File: src/rtl/rtc_pkg.sv
// Shared constants, access type and access helper for the staged RTC block.
package rtc_pkg;
    localparam int REG_W   = 32;
    localparam int NSLOTS  = 8;
    localparam int SLOT_W  = 3;
    localparam logic [SLOT_W-1:0] SLOT_ALARM = 3'd6;
    localparam logic [SLOT_W-1:0] SLOT_SEC   = 3'd7;

    localparam logic [3:0] RG_CTRL  = 4'd0;
    localparam logic [3:0] RG_STAT  = 4'd1;
    localparam logic [3:0] RG_SEC   = 4'd3;
    localparam logic [3:0] RG_ALARM = 4'd4;
    localparam logic [3:0] RG_WDOG  = 4'd5;
    localparam logic [3:0] RG_PERS0 = 4'd6;

    localparam logic [4:0] CTRL_RW   = 5'b10011;
    localparam logic [4:0] CTRL_FLAG = 5'b00100;

    typedef enum logic [1:0] {
        ACC_WRITE = 2'd0,
        ACC_SET   = 2'd1,
        ACC_CLR   = 2'd2,
        ACC_NONE  = 2'd3
    } acc_e;

    // Applies one bus access kind to an old register value.
    function automatic logic [REG_W-1:0] apply_acc(acc_e a, logic [REG_W-1:0] old,
                                                   logic [REG_W-1:0] d);
        case (a)
            ACC_WRITE: return d;
            ACC_SET:   return old | d;
            ACC_CLR:   return old & ~d;
            default:   return old;
        endcase
    endfunction
endpackage

File: src/rtl/rtc_prescaler.sv
// Divides the slow-clock strobe down to a one-second tick.
// Assumes slow_stb is a single-cycle pulse; tick is high in the cycle of
// the DIV-th strobe of each period.
module rtc_prescaler #(
    parameter int DIV = 32768
) (
    input  logic clk,
    input  logic rst_n,
    input  logic slow_stb,
    output logic tick
);
    localparam int CW = (DIV > 1) ? $clog2(DIV) : 1;
    localparam logic [CW-1:0] LAST = CW'(DIV - 1);

    logic [CW-1:0] cnt_q;

    assign tick = slow_stb && (cnt_q == LAST);

    // Count strobes modulo DIV.
    always_ff @(posedge clk) begin
        if (!rst_n)
            cnt_q <= '0;
        else if (slow_stb)
            cnt_q <= (cnt_q == LAST) ? '0 : cnt_q + 1'b1;
    end
endmodule

File: src/rtl/rtc_commit_seq.sv
// Stale-flag tracker and serial commit sequencer.
// A write strobe marks a slot stale. On a strobe while idle, the lowest
// stale slot is picked. After HOLD further strobes its commit fires for one
// cycle and the flag clears. A rewrite of the busy slot restarts its count.
module rtc_commit_seq
    import rtc_pkg::*;
#(
    parameter int HOLD = 8
) (
    input  logic              clk,
    input  logic              rst_n,
    input  logic              slow_stb,
    input  logic [NSLOTS-1:0] wr_stage,
    output logic [NSLOTS-1:0] stale_q,
    output logic              commit_vld,
    output logic [SLOT_W-1:0] commit_idx
);
    localparam int CW = (HOLD > 1) ? $clog2(HOLD) : 1;
    localparam logic [CW-1:0] LAST = CW'(HOLD - 1);

    logic              busy_q;
    logic [SLOT_W-1:0] idx_q;
    logic [CW-1:0]     cnt_q;
    logic [SLOT_W-1:0] pick;
    logic              rewrite;
    logic [NSLOTS-1:0] done_mask;

    // Priority pick: lowest-index stale slot wins.
    always_comb begin
        pick = '0;
        for (int i = NSLOTS - 1; i >= 0; i--)
            if (stale_q[i]) pick = SLOT_W'(i);
    end

    assign rewrite    = busy_q && wr_stage[idx_q];
    assign commit_vld = busy_q && slow_stb && !rewrite && (cnt_q == LAST);
    assign commit_idx = idx_q;
    assign done_mask  = commit_vld ? (NSLOTS'(1) << idx_q) : '0;

    // Sequencer state: select, count strobes, restart, release.
    always_ff @(posedge clk) begin
        if (!rst_n) begin
            busy_q <= 1'b0;
            idx_q  <= '0;
            cnt_q  <= '0;
        end else if (!busy_q) begin
            if (slow_stb && (stale_q != '0)) begin
                busy_q <= 1'b1;
                idx_q  <= pick;
                cnt_q  <= '0;
            end
        end else if (rewrite) begin
            cnt_q <= '0;
        end else if (commit_vld) begin
            busy_q <= 1'b0;
        end else if (slow_stb) begin
            cnt_q <= cnt_q + 1'b1;
        end
    end

    // Stale flags: set by writes, cleared by the commit of their slot.
    always_ff @(posedge clk) begin
        if (!rst_n)
            stale_q <= '0;
        else
            stale_q <= (stale_q & ~done_mask) | wr_stage;
    end
endmodule

File: src/rtl/rtc_alarm_cmp.sv
// Seconds incrementer and alarm comparator, combinational.
// Assumes the caller drops 'armed' in a cycle where seconds is being
// overwritten by a commit.
module rtc_alarm_cmp #(
    parameter int TW = 32
) (
    input  logic [TW-1:0] sec_q,
    input  logic [TW-1:0] alarm_q,
    input  logic          tick,
    input  logic          armed,
    output logic [TW-1:0] sec_inc,
    output logic          hit
);
    assign sec_inc = sec_q + 1'b1;
    assign hit     = tick && armed && (sec_inc == alarm_q);
endmodule

File: src/rtl/rtc_staged_regs.sv
// Top of the staged-update RTC: decode, shadows, live registers, read mux.
// Assumes NUM_PERS is between 1 and 6 and slow_stb is a one-cycle pulse.
module rtc_staged_regs
    import rtc_pkg::*;
#(
    parameter int NUM_PERS     = 2,
    parameter int COMMIT_TICKS = 8,
    parameter int SLOW_PER_SEC = 32768,
    parameter int XTAL_SEL     = 2
) (
    input  logic             clk,
    input  logic             rst_n,
    input  logic             slow_stb,
    input  logic             bus_wr,
    input  logic [7:2]       bus_addr,
    input  logic [REG_W-1:0] bus_wdata,
    output logic [REG_W-1:0] bus_rdata,
    output logic             alarm_irq
);
    logic [3:0]        rg;
    acc_e              acc;
    logic              wr_live;
    logic [NSLOTS-1:0] wr_stage;
    logic [NSLOTS-1:0] stale_q;
    logic              commit_vld;
    logic [SLOT_W-1:0] commit_idx;
    logic              sec_tick;
    logic              sec_commit;
    logic              alarm_hit;
    logic [REG_W-1:0]  sec_inc;
    logic [REG_W-1:0]  sec_q;
    logic [REG_W-1:0]  alarm_q;
    logic [REG_W-1:0]  wdog_q;
    logic [4:0]        ctrl_q;
    logic [4:0]        ctrl_d;
    logic              ctrl_flag_clr;
    logic [REG_W-1:0]  stat_w;
    logic [NSLOTS-1:0][REG_W-1:0]   shadow_v;
    logic [NSLOTS-1:0][REG_W-1:0]   comm_v;
    logic [NUM_PERS-1:0][REG_W-1:0] pers_v;

    assign rg      = bus_addr[7:4];
    assign acc     = acc_e'(bus_addr[3:2]);
    assign wr_live = bus_wr && (acc != ACC_NONE);

    rtc_prescaler #(.DIV(SLOW_PER_SEC)) u_presc (
        .clk      (clk),
        .rst_n    (rst_n),
        .slow_stb (slow_stb),
        .tick     (sec_tick)
    );

    rtc_commit_seq #(.HOLD(COMMIT_TICKS)) u_seq (
        .clk        (clk),
        .rst_n      (rst_n),
        .slow_stb   (slow_stb),
        .wr_stage   (wr_stage),
        .stale_q    (stale_q),
        .commit_vld (commit_vld),
        .commit_idx (commit_idx)
    );

    assign sec_commit = commit_vld && (commit_idx == SLOT_SEC);

    rtc_alarm_cmp #(.TW(REG_W)) u_cmp (
        .sec_q   (sec_q),
        .alarm_q (alarm_q),
        .tick    (sec_tick),
        .armed   (pers_v[0][2] && !sec_commit),
        .sec_inc (sec_inc),
        .hit     (alarm_hit)
    );

    // One staging slot per register that commits through the sequencer.
    for (genvar g = 0; g < NSLOTS; g++) begin : g_slot
        localparam bit LIVE = (g < NUM_PERS) || (g == int'(SLOT_ALARM)) ||
                              (g == int'(SLOT_SEC));
        localparam logic [3:0] RGN = (g == int'(SLOT_SEC))   ? RG_SEC :
                                     (g == int'(SLOT_ALARM)) ? RG_ALARM :
                                     4'(int'(RG_PERS0) + g);
        if (LIVE) begin : g_live
            logic [REG_W-1:0] sh_q;
            assign wr_stage[g] = wr_live && (rg == RGN);
            assign shadow_v[g] = sh_q;
            // Capture the pending value; aliases act on the pending value if stale.
            always_ff @(posedge clk) begin
                if (!rst_n)
                    sh_q <= '0;
                else if (wr_stage[g])
                    sh_q <= apply_acc(acc, stale_q[g] ? sh_q : comm_v[g], bus_wdata);
            end
        end else begin : g_dead
            assign wr_stage[g] = 1'b0;
            assign shadow_v[g] = '0;
        end
    end

    // Live persistent registers; persistent0 also carries the wake bit.
    for (genvar k = 0; k < NUM_PERS; k++) begin : g_pers
        logic [REG_W-1:0] pv_q;
        assign pers_v[k] = pv_q;
        // Load on commit of this slot, else record a wake event on slot 0.
        always_ff @(posedge clk) begin
            if (!rst_n)
                pv_q <= '0;
            else if (commit_vld && (commit_idx == SLOT_W'(k)))
                pv_q <= shadow_v[k];
            else if ((k == 0) && alarm_hit)
                pv_q[7] <= 1'b1;
        end
    end

    // Map every slot to its live value for alias evaluation.
    always_comb begin
        for (int s = 0; s < NSLOTS; s++)
            comm_v[s] = '0;
        for (int k = 0; k < NUM_PERS; k++)
            comm_v[k] = pers_v[k];
        comm_v[SLOT_ALARM] = alarm_q;
        comm_v[SLOT_SEC]   = sec_q;
    end

    // Seconds counter: commit overrides the per-second step.
    always_ff @(posedge clk) begin
        if (!rst_n)
            sec_q <= '0;
        else if (sec_commit)
            sec_q <= shadow_v[SLOT_SEC];
        else if (sec_tick)
            sec_q <= sec_inc;
    end

    // Alarm compare register, loaded only by its commit.
    always_ff @(posedge clk) begin
        if (!rst_n)
            alarm_q <= '0;
        else if (commit_vld && (commit_idx == SLOT_ALARM))
            alarm_q <= shadow_v[SLOT_ALARM];
    end

    // Watchdog register: immediate, not staged.
    always_ff @(posedge clk) begin
        if (!rst_n)
            wdog_q <= '0;
        else if (wr_live && (rg == RG_WDOG))
            wdog_q <= apply_acc(acc, wdog_q, bus_wdata);
    end

    assign ctrl_flag_clr = wr_live && (rg == RG_CTRL) && (acc == ACC_CLR) && bus_wdata[2];

    // Next control value: bus may only clear the flag; a match sets it.
    always_comb begin
        ctrl_d = ctrl_q;
        if (wr_live && (rg == RG_CTRL)) begin
            case (acc)
                ACC_WRITE: ctrl_d = (ctrl_q & ~CTRL_RW) | (bus_wdata[4:0] & CTRL_RW);
                ACC_SET:   ctrl_d = ctrl_q | (bus_wdata[4:0] & CTRL_RW);
                ACC_CLR:   ctrl_d = ctrl_q & ~(bus_wdata[4:0] & (CTRL_RW | CTRL_FLAG));
                default:   ctrl_d = ctrl_q;
            endcase
        end
        if (alarm_hit)
            ctrl_d[2] = 1'b1;
    end

    // Control register state.
    always_ff @(posedge clk) begin
        if (!rst_n)
            ctrl_q <= '0;
        else
            ctrl_q <= ctrl_d;
    end

    assign stat_w = {1'b1, 2'b00, (XTAL_SEL == 1), (XTAL_SEL == 2), 3'b000,
                     stale_q, 16'h0000};

    // Read mux, combinational on the word address.
    always_comb begin
        bus_rdata = '0;
        case (rg)
            RG_CTRL:  bus_rdata = {27'd0, ctrl_q};
            RG_STAT:  bus_rdata = stat_w;
            RG_SEC:   bus_rdata = sec_q;
            RG_ALARM: bus_rdata = alarm_q;
            RG_WDOG:  bus_rdata = wdog_q;
            default: begin
                for (int k = 0; k < NUM_PERS; k++)
                    if (rg == 4'(int'(RG_PERS0) + k)) bus_rdata = pers_v[k];
            end
        endcase
    end

    assign alarm_irq = ctrl_q[2] && ctrl_q[0] && pers_v[0][2];
endmodule

File: config.mk
export PLATFORM = sky130hd
export DESIGN_NAME = rtc_staged_regs
export DESIGN_NICKNAME = d
export VERILOG_FILES = /design/src/rtl/rtc_pkg.sv /design/src/rtl/rtc_prescaler.sv /design/src/rtl/rtc_commit_seq.sv /design/src/rtl/rtc_alarm_cmp.sv /design/src/rtl/rtc_staged_regs.sv
export SDC_FILE = /design/constraint.sdc
export NUM_CORES = 1
export LEC_CHECK = 0
export ABC_CLOCK_PERIOD_IN_PS = 2600
export BUFFER_PORTS_ARGS = -buffer_cell sky130_fd_sc_hd__buf_2
export CELL_PAD_IN_SITES_DETAIL_PLACEMENT = 1
export CELL_PAD_IN_SITES_GLOBAL_PLACEMENT = 1
export CORE_ASPECT_RATIO = 1.25
export CORE_MARGIN = 2
export CORE_UTILIZATION = 46
export DETAILED_ROUTE_END_ITERATION = 8
export PLACE_DENSITY = 0.79
export SETUP_SLACK_MARGIN = 0.1
export SYNTH_ARGS = -nofsm -noshare
export SYNTH_HDL_FRONTEND = slang
export SYNTH_SLANG_ARGS = --single-unit
File: constraint.sdc
create_clock -name clk -period 2.6 [get_ports clk]
set_input_delay 0.26 -clock clk [delete_from_list [all_inputs] [get_ports clk]]
set_output_delay 0.26 -clock clk [all_outputs]
set_load 0.005 [all_outputs]
=== Word-level counts from Yosys, hierarchy flattened ===
Index checks and enable logic that the tools add are counted.

* Output and inout bits: 33
* Bits in registers: 323
* Input port bits: 42
* Word-level logic and storage cells: 137

* Shift operators: 1
* Equality and inequality tests: 17
* Bitwise logic cells: 19
* Add/subtract/negate cells: 3
* Muxes and demuxes: 40
* Reduce and logical (&&, ||, !) cells: 39
* $lt $le $gt $ge: 1

{| class="wikitable"
|+ Operators with widths
! kind !! number
|-
| 32-bit one-hot mux with 3 select lines || 5
|-
| 32-bit 2-to-1 mux || 8
|-
| 32-bit AND || 5
|-
| 32-bit bitwise OR || 5
|-
| 32-bit one-hot mux with 5 select lines || 1
|-
| 3-bit 2-to-1 mux || 14
|-
| 32-bit by 1-bit adder with 32-bit output (second input constant) || 1
|-
| 32-bit == test || 1
|-
| 32-bit inverter || 1
|-
| 1-bit logical AND || 22
|-
| 4-bit by 3-bit == test with 1-bit output (second input constant) || 4
|-
| 15-bit by 1-bit adder with 15-bit output (second input constant) || 1
|-
| 15-bit == test (second input constant) || 1
|-
| 15-bit 2-to-1 mux || 1
|-
| 5-bit one-hot mux with 3 select lines || 1
|-
| 3-bit == test (second input constant) || 3
|-
| 8-bit AND || 1
|-
| 1-bit 2-to-1 mux || 8
|-
| 8-bit 2-to-1 mux || 1
|-
| 8-bit inverter || 1
|-
| 8-bit bitwise OR || 1
|-
| 2-bit AND reduction || 4
|-
| 2-bit nonzero test || 4
|-
| 8-bit nonzero test || 1
|-
| other kinds (23) || 25
|}

=== Depth between registers and ports, before layout ===
* Depth in word-level cells: 16
* Mapped depth: 11
* Mapped depth without buffers: 9

=== Cells and area by module ===
A second synthesis with hierarchy kept.

* Cells, all modules: 2304
* Area total of the unflattened synthesis: 19083.3 sq um

{| class="wikitable"
|+ Modules (own cells, without submodules)
! module !! area each (sq um) !! cells an instance !! times used !! seq. area each (sq um)
|-
| rtc_staged_regs || 15920.3 || 1915 || 1 || 5865.6
|-
| rtc_alarm_cmp || 1625.3 || 212 || 1 || 0.0
|-
| rtc_commit_seq || 814.5 || 101 || 1 || 300.3
|-
| rtc_prescaler || 723.2 || 76 || 1 || 300.3
|}

=== Worst setup path before layout ===
No wires, ideal clock.

* Kind: register to register
* Start point: reg sec_q[1]
* End point: reg g_pers[0].pv_q[7]
* Arrival: 2.265 ns
* Data required time: 2.516 ns
* Library setup time: 0.084 ns
* Clock period less this slack: 2.349 ns
* Stages on the path, launching flop included: 10
* Path slack: 0.251 ns
* Path buffers: 1
* Cells stage by stage: dfxtp_1 > ha_1 > nand3_1 > nor4_2 > buf_2 > a21oi_1 > a2111oi_0 > nor4b_1 > nand4_1 > o31ai_2

* Cells in the longest elaborated chain, start to end: 4

{| class="wikitable"
|+ RTL lines
! item !! line !! text
|-
| start, declared || rtc_staged_regs.sv:31 || <nowiki>logic [REG_W-1:0] sec_q;</nowiki>
|-
| start signal, assigned || rtc_staged_regs.sv:128 || <nowiki>sec_q <= shadow_v[SLOT_SEC];</nowiki>
|-
| start signal, assigned || rtc_staged_regs.sv:130 || <nowiki>sec_q <= sec_inc;</nowiki>
|-
| 32-bit by 1-bit adder with 32-bit output || rtc_alarm_cmp.sv:14 || <nowiki>assign sec_inc = sec_q + 1'b1;</nowiki>
|-
| 32-bit == test || rtc_alarm_cmp.sv:15 || <nowiki>assign hit = tick && armed && (sec_inc == alarm_q);</nowiki>
|-
| 1-bit logical AND || rtc_alarm_cmp.sv:15 ||
|-
| 2-bit nonzero test (no line) || -- ||
|-
| end signal, assigned || rtc_staged_regs.sv:107 || <nowiki>pv_q <= shadow_v[k];</nowiki>
|-
| end, declared || rtc_staged_regs.sv:100 || <nowiki>logic [REG_W-1:0] pv_q;</nowiki>
|}

No other way between the ends.
A chain may end at the register's enable or synchronous reset.

=== Worst setup path after layout ===
* Start point: reg u_presc.cnt_q[0]
* End point: reg sec_q[31]

* Cells in the longest elaborated chain, start to end: 3

{| class="wikitable"
|+ RTL lines
! item !! line !! text
|-
| start, declared || rtc_prescaler.sv:15 || <nowiki>logic [CW-1:0] cnt_q;</nowiki>
|-
| start signal, assigned || rtc_prescaler.sv:24 || <nowiki>cnt_q <= (cnt_q == LAST) ? '0 : cnt_q + 1'b1;</nowiki>
|-
| 15-bit == test || rtc_prescaler.sv:17 || <nowiki>assign tick = slow_stb && (cnt_q == LAST);</nowiki>
|-
| 1-bit logical AND || rtc_prescaler.sv:17 ||
|-
| 2-bit nonzero test (no line) || -- ||
|}

No other way between the ends.

==> metrics.md <==
| Metric | Value |
|---|---|
| Antenna Violating Nets Remaining | 0 |
| Total gr overflow | 0 |
| # H-tree levels | 2 |
| Max Cap Violations | 0 |
| Status | finished clean |
| Total wire length | around 67000 um |
| Slew Viols, Final | 0 |
| Flop and latch count out of synthesis | between 300 and 400 |
| Final Skew | between 15 and 20 ps |
| Initial detailed-routing violation count | 1409 |
| Relative slew slack | 0.3788 |
| Fin crit period | approximately 2500 ps |
| Max Freq | between 0.4 and 0.5 GHz |
| Placed instance count | about 2700 |
| GPL Wtd Cong | ~0.94 |
| Cell Pwr Density | 581.9 nW/um^2 |
| Setup-failing EPs final | 0 |
| Area Growth Syn to Fin | 15.85% |
| Final hold violation count | 0 |
| Synth warn | 0 |
| Post-Syn Area | between 15000 and 20000 sq um |
| Post-synth EDFFs | 0 |
| Vias in the first global route | 18540 |
| NumNets Final | 2300 |
| Critical path required time | 3040 ps |
| Wirelength per Cell | approximately 24 um |
| Critical path fanouts, max | 8 |
| Largest net degree at the start of global routing | between 80 and 90 |
| Syn_area_per_cell | approximately 7.7 sq um |
| Static Leak | 7.275 nW |
| Clock sink count | ~320 |
| Die Area | slightly below 40000 sq um |
| Syn Nets | 2282 |
| # hold bufs at CTS | 0 |
| Sequential share of the synthesized area | 0.3779 |
| Total number of vias | 17910 |
| Startpoint Class | register |
| Fin crit share | 0.9471 |
| # rows | between 70 and 80 |
| RSZ-0062 raised after global routing | true |
| Starting Density | 0.4628 |
| Layout filler cell count | roughly 4500 |
| Worst skew pair latency | about 540 ps |
| Worst VDD drop | around 0.41 mV |
| Global-route wire length before repair | ~100000 um |
| Share of cells above drive strength 1 | 0.1402 |
| Setup tns final | 0 ps |
| CTS buffer count | 37 |
| Hold Crit Class | input port to register |
| Worst slew pin tran | roughly 930 ps |
| IO Port Bufs | between 70 and 80 |
| Critical path class | register to register |
| Mapped Cells | between 2000 and 2500 |
| CTS tree | done |
| Post-Layout Cell Count | between 2000 and 3000 |
| Die Width | 176.5 um |
| TritonRoute pass-1 iters | 8 |
| Core outline area | approximately 37000 sq um |
| Vias per cell | 6.485 |
| Clock slew at reported path FFs | about 60 ps |
| Ys async rst share | 0 |
| Hold depth | 3 |
| Total track usage | 0.3409 |
| Remaining DRCs | 0 |
| CP Capture Type | register |
| Clock Tree Root | clkbuf_16 |
| Hpwl dp | around 43000 um |
| Critical path arrival | 2900 ps |
| Die span in y | 219.6 um |
| Reg2Reg Depth | 7 |
| Synth unique cells | 71 |
| IO Pins | 75 |
| Longest Clk Path Bufs | 3 |
| Top_reg_cell synth | dfxtp_1 |
| Antenna violations before repair | 5 |
==> synthesized netlist by cell type (all sizes together), types with 29 or more instances <==
cell | count | area (sq um)
clkbuf | 159 | 596.8
o22ai | 131 | 819.5
nand2b | 71 | 444.2
o21ai | 52 | 260.3
dfxtp | 323 | 6466
a21oi | 294 | 1471
nand2 | 323 | 1212
xnor2 | 51 | 446.7
nand3 | 69 | 360.4
buf | 50 | 267.8
a211oi | 54 | 415.4
o31a | 128 | 1121
nor2 | 205 | 777.0
xor2 | 29 | 254.0
nor2b | 39 | 244.0
a22oi | 56 | 420.4
==> where the power goes <==
group / switching (W) / internal (W) / total [W]
Sequential: 0.0000291 / 0.00499 / 0.00502
Combinational: 0.000689 / 0.000355 / 0.00104
Clock: 0.00219 / 0.00327 / 0.00547
Total: 0.00291 / 0.00862 / 0.0115
==> cell usage in the layout (no fill, tap or decap), types with 6 or more instances in the layout <==
master       n
nand2_1    317
nand4_1     20
xnor2_1     49
o31a_1     128
a21oi_1    293
or3_1       10
buf_12      16
nor3_1      21
dfxtp_2      8
and3_1       8
nand3_2      6
nand2_2      6
clkbuf_16   39
nand3_1     63
clkbuf_1    10
nand2b_1    71
clkbuf_8     8
dfxtp_1    315
a222oi_1    17
xor2_1      29
o21ai_0     51
nor2_1     201
a22oi_1     56
buf_4       97
o22ai_1    131
buf_2       74
nor2b_1     38
a211oi_1    52
inv_1       17
==> critical path, cell delays in order, from the launching register on <==
cell and delay (ps):
dfxtp_1 370, ha_2 210, nand4_1 120, or4_4 520
or2_4 350, nor3_1 400, xnor2_1 120, a211oi_1 270
==> registers in the layout (all words and copies together) (netlist names) <==
signal and cells:
alarm_q 32, wdog_q 32, g_slot.g_live.sh_q 128, u_seq.stale_q 8, g_pers.pv_q 64, u_seq.cnt_q 3, u_seq.busy_q 1, sec_q 32
ctrl_q 5, u_presc.cnt_q 15, u_seq.commit_idx 3
==> layout make-up <==
| type | instances | area (sq um) | share of cell area |
|---|---|---|---|
| well taps | 486 | 608.1 | 0.03068 |
| clock buffers | 57 | 1124 | 0.05668 |
| multi-input cells | 1682 | 9996 | 0.5043 |
| flip-flops and latches | 323 | 6476 | 0.3267 |
| inverters | 18 | 75.07 | 0.003787 |
| diodes | 1 | 2.502 | 0.0001262 |
| clock inverters | 8 | 121.4 | 0.006123 |
| repair buffers | 187 | 1419 | 0.07158 |
==> what timing repair did <==
item | 4_1_cts | 5_1_grt
cloned | 0 | 1
resized for setup | 4 | 32
pin swaps | 0 | 7
buffers inserted | 3 | 8
endpoints found under the setup margin | 5 | 31
==> cells by family after synthesis <==
| group | share of synthesized area |
|---|---|
| AOI/OAI and AO/OA | 0.2901 |
| buffers and inverters | 0.05448 |
| and+or+nand+nor | 0.2274 |
| muxes | 0.002559 |
| DFF | 0.3779 |
| xor gates and xnor gates | 0.04095 |
| adders and majority gates | 0.006582 |
==> metrics by stage <==
| step | utilization | setup WS [ps] | hold WS (ps) | power (W) | instance area (sq um) |
|---|---|---|---|---|---|
| finish | 0.5362 | 137.4 | 43.67 | 0.01153 | 19820 |
| global route | 0.5362 | 39.55 | 63.33 | 0.01186 | 19820 |
| CTS | 0.5299 | 54.50 | 20.60 | 0.01155 | 19590 |
| detailed placement | 0.4952 | -102.7 | 446.7 | 0.006145 | 18310 |
| global placement | 0.4952 | 77.75 | 433.4 | 0.006105 | 18310 |
| floorplan | - | 250.9 | 397.6 | 0.005769 | 17110 |
==> routing by layer <==
metal	vias to the layer above	track usage	share of wire
li1	8081	-	-
met1	8948	0.4161	0.40
met2	668	0.5893	0.49
met3	206	0.05728	0.066
met4	8	0.1474	0.039
met5	-	0	0.00071
==> worst paths after layout <==
path                              from                 end  slack (ps)
max                   u_presc.cnt_q[0]           sec_q[31]         140
min                       bus_wdata[1]           wdog_q[1]          40
max reg2reg           u_presc.cnt_q[0]           sec_q[31]         140
min reg2reg  g_slot[0].g_live.sh_q[18]  g_pers[0].pv_q[18]         450
(Power assumes the default switching activity.)
